## config.mk

```make
export PLATFORM = sky130hd
export DESIGN_NAME = i2s_stereo_rx
export DESIGN_NICKNAME = d
export VERILOG_FILES = /design/src/rtl/i2s_rx_pkg.sv /design/src/rtl/i2s_rx_ctrl.sv /design/src/rtl/i2s_rx_shift.sv /design/src/rtl/i2s_rx_pair.sv /design/src/rtl/i2s_stereo_rx.sv
export SDC_FILE = /design/constraint.sdc
export NUM_CORES = 1
export LEC_CHECK = 0
export BUFFER_PORTS_ARGS = -buffer_cell sky130_fd_sc_hd__buf_2
export CAP_MARGIN = 20
export CELL_PAD_IN_SITES_DETAIL_PLACEMENT = 0
export CELL_PAD_IN_SITES_GLOBAL_PLACEMENT = 1
export CORE_ASPECT_RATIO = 1.5
export CORE_UTILIZATION = 30
export CTS_BUF_LIST = sky130_fd_sc_hd__clkbuf_8 sky130_fd_sc_hd__clkbuf_16
export CTS_CLUSTER_DIAMETER = 30
export CTS_CLUSTER_SIZE = 30
export DETAILED_ROUTE_END_ITERATION = 7
export GPL_TIMING_DRIVEN = 0
export PLACE_DENSITY_LB_ADDON = 0.1
export SLEW_MARGIN = 20
export SYNTH_ARGS = -nofsm -noshare
export SYNTH_HDL_FRONTEND = slang
export SYNTH_SLANG_ARGS = --single-unit
```

## constraint.sdc

```tcl
create_clock -name bclk -period 2.6 [get_ports bclk]
set_clock_uncertainty 0.05 [all_clocks]
set_input_delay 0.52 -clock bclk [delete_from_list [all_inputs] [get_ports bclk]]
set_output_delay 0.52 -clock bclk [all_outputs]
set_load 0.03 [all_outputs]
```

## src/rtl/i2s_rx_pkg.sv

```systemverilog
package i2s_rx_pkg;

    localparam int SAMPLE_BITS = 16;

    typedef enum logic [1:0] {
        ST_SYNC  = 2'd0,
        ST_HUNT  = 2'd1,
        ST_SHIFT = 2'd2,
        ST_PAD   = 2'd3
    } rx_state_e;

endpackage

```

## src/rtl/i2s_rx_ctrl.sv

```systemverilog
module i2s_rx_ctrl
    import i2s_rx_pkg::*;
#(
    parameter int SAMPLE_W = SAMPLE_BITS
) (
    input  logic bclk,
    input  logic rst_n,
    input  logic ws,
    output logic shift_en,
    output logic word_done,
    output logic done_right,
    output logic start_left
);

    localparam int CNT_W = $clog2(SAMPLE_W + 1);
    localparam logic [CNT_W-1:0] LAST_BIT = CNT_W'(SAMPLE_W - 1);
    localparam logic [CNT_W-1:0] FULL_CNT = CNT_W'(SAMPLE_W);

    rx_state_e        state, state_n;
    logic             ws_q;
    logic [CNT_W-1:0] cnt, cnt_n;
    logic             chan, chan_n;
    logic             ws_edge;

    assign ws_edge    = (state != ST_SYNC) && (ws != ws_q);
    assign done_right = chan;

    // state register
    always_ff @(posedge bclk or negedge rst_n) begin
        if (!rst_n) begin
            state <= ST_SYNC;
            ws_q  <= 1'b0;
            cnt   <= '0;
            chan  <= 1'b0;
        end else begin
            state <= state_n;
            ws_q  <= ws;
            cnt   <= cnt_n;
            chan  <= chan_n;
        end
    end

    // next state and outputs
    always_comb begin
        state_n    = state;
        cnt_n      = cnt;
        chan_n     = chan;
        shift_en   = 1'b0;
        word_done  = 1'b0;
        start_left = 1'b0;
        unique case (state)
            ST_SYNC: begin
                state_n = ST_HUNT;
            end
            ST_HUNT: begin
                if (ws_edge) begin
                    state_n    = ST_SHIFT;
                    cnt_n      = '0;
                    chan_n     = ws;
                    start_left = !ws;
                end
            end
            ST_SHIFT: begin
                if (ws_edge) begin
                    if (cnt == LAST_BIT) begin
                        shift_en  = 1'b1;
                        word_done = 1'b1;
                    end
                    state_n    = ST_SHIFT;
                    cnt_n      = '0;
                    chan_n     = ws;
                    start_left = !ws;
                end else begin
                    shift_en = 1'b1;
                    cnt_n    = cnt + 1'b1;
                    if (cnt == LAST_BIT) begin
                        word_done = 1'b1;
                        state_n   = ST_PAD;
                    end
                end
            end
            ST_PAD: begin
                if (ws_edge) begin
                    state_n    = ST_SHIFT;
                    cnt_n      = '0;
                    chan_n     = ws;
                    start_left = !ws;
                end
            end
            default: state_n = ST_SYNC;
        endcase
    end


    cnt_bound_chk: assert property (@(posedge bclk) disable iff (!rst_n)
        cnt <= FULL_CNT);


    pad_full_chk: assert property (@(posedge bclk) disable iff (!rst_n)
        (state == ST_PAD) |-> (cnt == FULL_CNT));


    hunt_exit_chk: assert property (@(posedge bclk) disable iff (!rst_n)
        (state == ST_HUNT && ws != ws_q) |=> (state == ST_SHIFT && cnt == '0));

endmodule

```

## src/rtl/i2s_rx_shift.sv

```systemverilog
module i2s_rx_shift
    import i2s_rx_pkg::*;
#(
    parameter int SAMPLE_W = SAMPLE_BITS
) (
    input  logic                bclk,
    input  logic                rst_n,
    input  logic                shift_en,
    input  logic                sd,
    output logic [SAMPLE_W-1:0] word_next
);

    logic [SAMPLE_W-1:0] word_q;

    assign word_next = {word_q[SAMPLE_W-2:0], sd};

    always_ff @(posedge bclk or negedge rst_n) begin
        if (!rst_n) begin
            word_q <= '0;
        end else if (shift_en) begin
            word_q <= word_next;
        end
    end

endmodule

```

## src/rtl/i2s_rx_pair.sv

```systemverilog
module i2s_rx_pair
    import i2s_rx_pkg::*;
#(
    parameter int SAMPLE_W = SAMPLE_BITS
) (
    input  logic                bclk,
    input  logic                rst_n,
    input  logic                word_done,
    input  logic                done_right,
    input  logic                start_left,
    input  logic [SAMPLE_W-1:0] word_in,
    output logic [SAMPLE_W-1:0] left_out,
    output logic [SAMPLE_W-1:0] right_out,
    output logic                pair_valid
);

    logic [SAMPLE_W-1:0] left_hold;
    logic                left_ok;

    always_ff @(posedge bclk or negedge rst_n) begin
        if (!rst_n) begin
            left_hold  <= '0;
            left_ok    <= 1'b0;
            left_out   <= '0;
            right_out  <= '0;
            pair_valid <= 1'b0;
        end else begin
            pair_valid <= 1'b0;
            if (start_left) begin
                left_ok <= 1'b0;
            end
            if (word_done && !done_right) begin
                left_hold <= word_in;
                left_ok   <= 1'b1;
            end
            if (word_done && done_right && left_ok) begin
                left_out   <= left_hold;
                right_out  <= word_in;
                pair_valid <= 1'b1;
                left_ok    <= 1'b0;
            end
        end
    end


    valid_pulse_chk: assert property (@(posedge bclk) disable iff (!rst_n)
        pair_valid |=> !pair_valid);


    hold_outputs_chk: assert property (@(posedge bclk) disable iff (!rst_n)
        !pair_valid |-> ($stable(left_out) && $stable(right_out)));

endmodule

```

## src/rtl/i2s_stereo_rx.sv

```systemverilog
module i2s_stereo_rx
    import i2s_rx_pkg::*;
#(
    parameter int SAMPLE_W = SAMPLE_BITS
) (
    input  logic                bclk,
    input  logic                rst_n,
    input  logic                ws,
    input  logic                sd,
    output logic [SAMPLE_W-1:0] left_out,
    output logic [SAMPLE_W-1:0] right_out,
    output logic                pair_valid
);

    logic                shift_en;
    logic                word_done;
    logic                done_right;
    logic                start_left;
    logic [SAMPLE_W-1:0] word_next;

    i2s_rx_ctrl #(.SAMPLE_W(SAMPLE_W)) ctrl_i (
        .bclk       (bclk),
        .rst_n      (rst_n),
        .ws         (ws),
        .shift_en   (shift_en),
        .word_done  (word_done),
        .done_right (done_right),
        .start_left (start_left)
    );

    i2s_rx_shift #(.SAMPLE_W(SAMPLE_W)) shift_i (
        .bclk      (bclk),
        .rst_n     (rst_n),
        .shift_en  (shift_en),
        .sd        (sd),
        .word_next (word_next)
    );

    i2s_rx_pair #(.SAMPLE_W(SAMPLE_W)) pair_i (
        .bclk       (bclk),
        .rst_n      (rst_n),
        .word_done  (word_done),
        .done_right (done_right),
        .start_left (start_left),
        .word_in    (word_next),
        .left_out   (left_out),
        .right_out  (right_out),
        .pair_valid (pair_valid)
    );

endmodule

```

# Word level (Yosys, flattened, before mapping)
# Cells that the tools add are included.
[totals]
out_inout_bits = 33
regBits = 74
inputBits = 4
[classes]
eq_ne = 7
reduce_logical = 15
addsub = 1
mux = 17
[op_table]
columns = ["op", "count"]
rows = [
  ["$mux W1", 10],
  ["$mux W5", 2],
  ["$pmux W5 S2", 1],
  ["$mux W2", 3],
  ["$pmux W2 S3", 1],
  ["$reduce_and A2 Y1", 3],
  ["$add A5 B1 Y5 const B", 1],
  ["$eq A5 B4 Y1 const B", 1],
  ["$eq A2 B2 Y1 const B", 2],
  ["$logic_and A1 B1 Y1", 4],
  ["$reduce_bool A2 Y1", 2],
  ["$ne A3 B1 Y1 const B", 1],
  ["$reduce_bool A3 Y1", 1],
  ["$reduce_or A3 Y1", 1],
  ["$eq A2 B1 Y1 const B", 1],
  ["$logic_not A1 Y1", 2],
  ["$logic_not A2 Y1", 1],
  ["$ne A2 B1 Y1 const B", 1],
  ["$reduce_or A2 Y1", 1],
  ["$ne A1 B1 Y1", 1],
]

# Logic depth before layout (Yosys ltp)
[depth]
depth_word = 7
depth_mapped = 8
ltp_nobuf = 6

# Modules after synthesis
# A second synthesis with hierarchy kept.
[hier_totals]
cells_unflattened = 195
area_unflattened_um2 = 3173.0
[modules_own_cells]
columns = ["mod", "n_inst", "cells_per_inst", "seq_area_each_um2", "area_each_um2"]
rows = [
  ["i2s_rx_pair", 1, 108, 1251.2, 2048.2],
  ["i2s_rx_shift", 1, 33, 375.4, 620.6],
  ["i2s_rx_ctrl", 1, 54, 225.2, 504.2],
]

# Least setup slack after synthesis
# Ideal clock, no wire load.
[synth_timing]
kind = "reg2reg"
from = "reg ctrl_i.cnt[0]"
to = "reg pair_i.left_out[0]"
path_stages_with_launch = 9
required_time_ns = 2.425
slack_ns = 0.469
arrival_ns = 1.956
n_path_buf = 2
cell_sequence = "dfrtp_1 -> ha_1 -> and3_1 -> ha_1 -> and3b_1 -> and3_1 -> buf_6 -> buf_12 -> mux2_4"
[synth_via]
elab_chain_cells = 5
[synth_lines]
columns = ["item", "line", "rtl"]
rows = [
  ["start: declaration", "i2s_rx_ctrl.sv:21", "logic [CNT_W-1:0] cnt, cnt_n;"],
  ["start signal: assignment", "i2s_rx_ctrl.sv:38", "cnt <= cnt_n;"],
  ["$eq A5 B4 Y1", "i2s_rx_ctrl.sv:65, i2s_rx_ctrl.sv:76", ""],
  ["$mux W1", "i2s_rx_ctrl.sv:65, i2s_rx_ctrl.sv:76", ""],
  ["$mux W1", "i2s_rx_ctrl.sv:51", "unique case (state)"],
  ["$logic_and A1 B1 Y1 (2 in a row)", "i2s_rx_pair.sv:36", "if (word_done && done_right && left_ok) begin"],
  ["end signal: assignment", "i2s_rx_pair.sv:37", "left_out <= left_hold;"],
  ["end: declaration", "i2s_rx_pair.sv:12", "output logic [SAMPLE_W-1:0] left_out,"],
]
# Every way passes these cells.
# A chain may end at the register's enable or synchronous reset.

# Worst setup path after layout
[layout_timing]
from = "reg ctrl_i.cnt[0]"
to = "reg pair_i.right_out[10]"
[layout_via]
elab_chain_cells = 5
[layout_lines]
columns = ["item", "line", "rtl"]
rows = [
  ["$eq A5 B4 Y1", "i2s_rx_ctrl.sv:65, i2s_rx_ctrl.sv:76", ""],
  ["$mux W1", "i2s_rx_ctrl.sv:65, i2s_rx_ctrl.sv:76", ""],
  ["$mux W1", "i2s_rx_ctrl.sv:51", ""],
  ["$logic_and A1 B1 Y1 (2 in a row)", "i2s_rx_pair.sv:36", ""],
  ["end signal: assignment", "i2s_rx_pair.sv:38", "right_out <= word_in;"],
  ["end: declaration", "i2s_rx_pair.sv:13", "output logic [SAMPLE_W-1:0] right_out,"],
]
# Every way passes these cells.

==> flow_summary.toml <==
[worst_setup_path]
critPathArrivalTime_ns = 2.47
rrSetupSlack_ns = 0.29
endpoint_kind = "register"
path_max_fanout = 10
crit_type = "reg2reg"
r2r-end = "pair_i.right_out[10]"
reg2regPathDepth = 8
start_kind = "register"
reg2reg_from = "ctrl_i.cnt[0]"
required_ns = 2.76
crit_start = "ctrl_i.cnt[0]"

[worst_hold_path]
hold_class = "in2async"

[power]
p_per_area_nw_per_um2 = 733.3
peakVddDrop_v = 0.0002898
p_leak_uw = 0.001886

[yosys]
yosysMostFrequentCell = "dfrtp_1"
synth_warnings = 0
yosysUniqueCellTypes = 29
synth_async_sr_flop_share_pct = 100.0
synth_top_area_share_pct = 59.06
syn_nets = 200
yosys-top-cells-area = "dfrtp_1 59%, mux2_4 19%, mux2_2 8.6%"
synth-edff-count = 0
synth_cells = 194
ys.flop_type = "dfrtp_1"
yosys_register_bits = 74
seq_area_frac_synth_pct = 59.06
synth_area_sq_um = 3136
yosysTopAreaCell = "dfrtp_1"
syn_avg_cell_area_sq_um = 16.16
synthTopCellsByCount = "74 x dfrtp_1, 39 x mux2_4, 24 x mux2_2"

[placement]
postPlaceCellArea_sq_um = 3485
place.gp.congestion = 0.6917
dp_hpwl_microns = 3890
port_buffers = 36
dp_cells = 348

[detailed_routing]
wl_per_cell_microns = 16.22
ant_nets = 0
drcViolationCount = 0
vias = 1693
drtIter0Drc = 46
dr.pass1.iters = 3
finalWirelength_microns = 5903
viasPerCell = 4.651

[sta]
timing.final.crit_share_pct = 88.67
min_period_ns = 2.306
worst_hold_slack_ns = 0.1019
tightest_slew_ns = 0.4779
tns_ns = 0
finalSetupViolations = 0
final-hold-violation-count = 0
max_slew_margin_pct = 68.14
max_clock_freq_ghz = 0.4337
slew_violations = 0
rsz0062_at_grt = "false"

[global_route]
grt_remaining_overflow = 0
grt_max_degree = 41
grt_pass1_vias = 1847
grt_first_pass_wirelength_microns = 9942
antenna_found_initial = 0
grt_usage_pct = 12.29

[floorplan]
rows = 45
die_h_microns = 127.2
num_io_pins = 37
initial_core_util_pct = 30.94
dieArea_sq_um = 10870
core_area_sq_um = 10130
dieWidth_microns = 85.48

[clock_tree]
htree_levels = 3
clock_path_buffers = 2
numClockSinks = 74
post_cts.repair.setup_buffers = 0
cts_root_buf = "clkbuf_16"
cts_resized = 0
path_clk_slew_ns = 0.05
clk_latency_ns = 0.33
postCtsHoldBufs = 0
tritoncts = "done"
cts_buffers = 9

[finish]
nets = 248
fin_cells = 364
post-route-cell-area_sq_um = 3765
multi_input_area_sq_um = 1154
diodes = 0
syn_to_final_growth_pct = 20.07
register_area_sq_um = 1852
layout-drive-gt1-share_pct = 50.20
fillers = 992

[flow_run]
drv_cap = 0

[status]
outcome = "completed"
## placed cells by master (no fill, tap or decap), types with 3 or more instances in the layout
master	instances
a21oi_1	5
mux2_4	39
nand2_1	3
dfrtp_1	74
nor2_1	4
nor2b_1	5
mux2_2	24
clkbuf_16	9
buf_12	4
buf_2	37
buf_6	3
o21ai_0	5
nand3_1	3
buf_4	3
inv_1	6
## flip-flops by register name, summed over array words and instances, names as in the netlist
register and flops:
ctrl_i.done_right 1, pair_i.right_out 16, pair_i.left_ok 1, shift_i.word_q 15, ctrl_i.cnt 5, ctrl_i.state 2
pair_i.left_out 16, pair_i.left_hold 16, ctrl_i.ws_q 1, pair_i.pair_valid 1
## cells by family (layout without fill, tap and decap cells)
group,after synthesis,in the layout,share of synthesized area [%]
compound gates,19,19,4.230
xor+xnor,1,1,0.5189
fa+ha+maj,2,2,0.7980
buf+inv,13,66,4.150
flops,74,74,59.06
mux,63,63,27.29
simple gates,22,22,3.951
## critical path: stages (launching register included)
cell and delay [ns]:
dfrtp_1 0.42, ha_1 0.25, and3_1 0.19, ha_1 0.26
and3b_1 0.22, and3_1 0.19, buf_6 0.14, buf_12 0.15
mux2_4 0.29
## layer usage
metal	GRT usage (%)	vias up	share of wire, %
li1	-	787	-
met4	6.471	0	2.2
met1	15.53	869	46
met2	19.25	27	49
met5	0	-	0
met3	3.230	10	2.9
## layout make-up
type / instances / area share [%]
multi-input combinational: 107 / 30.64
timing repair buffer: 37 / 5.384
buffer: 10 / 3.157
clock buffer: 9 / 5.982
tap: 117 / 3.888
clock inverter: 7 / 1.462
inverter: 3 / 0.2991
sequential: 74 / 49.19
## metrics by stage
step                total power [uW]  util (%)  worst slack [ns]
CTS                             2822     37.15            0.2644
finish                          2761     37.15            0.2945
floorplan                       1520         -            0.4686
global placement                1610     34.16            0.2945
detailed placement              1617     34.38            0.2883
global route                    2890     37.15            0.1237
## how the worst max path moves through the flow
stage	endpoint	slack, ns
after floorplan	pair_i.left_out[0]	0.47
after global placement	pair_i.left_hold[10]	0.29
after detailed placement	pair_i.left_hold[9]	0.29
after CTS	pair_i.left_hold[9]	0.26
after global routing	pair_i.left_hold[9]	0.12
final	pair_i.right_out[10]	0.29
## where the power goes
group / internal, uW / total, uW / switching (uW)
clock network: 725 / 1170 / 448
registers: 1270 / 1390 / 119
logic: 122 / 198 / 76.7
total: 2120 / 2760 / 644
(Power assumes the default switching activity.)
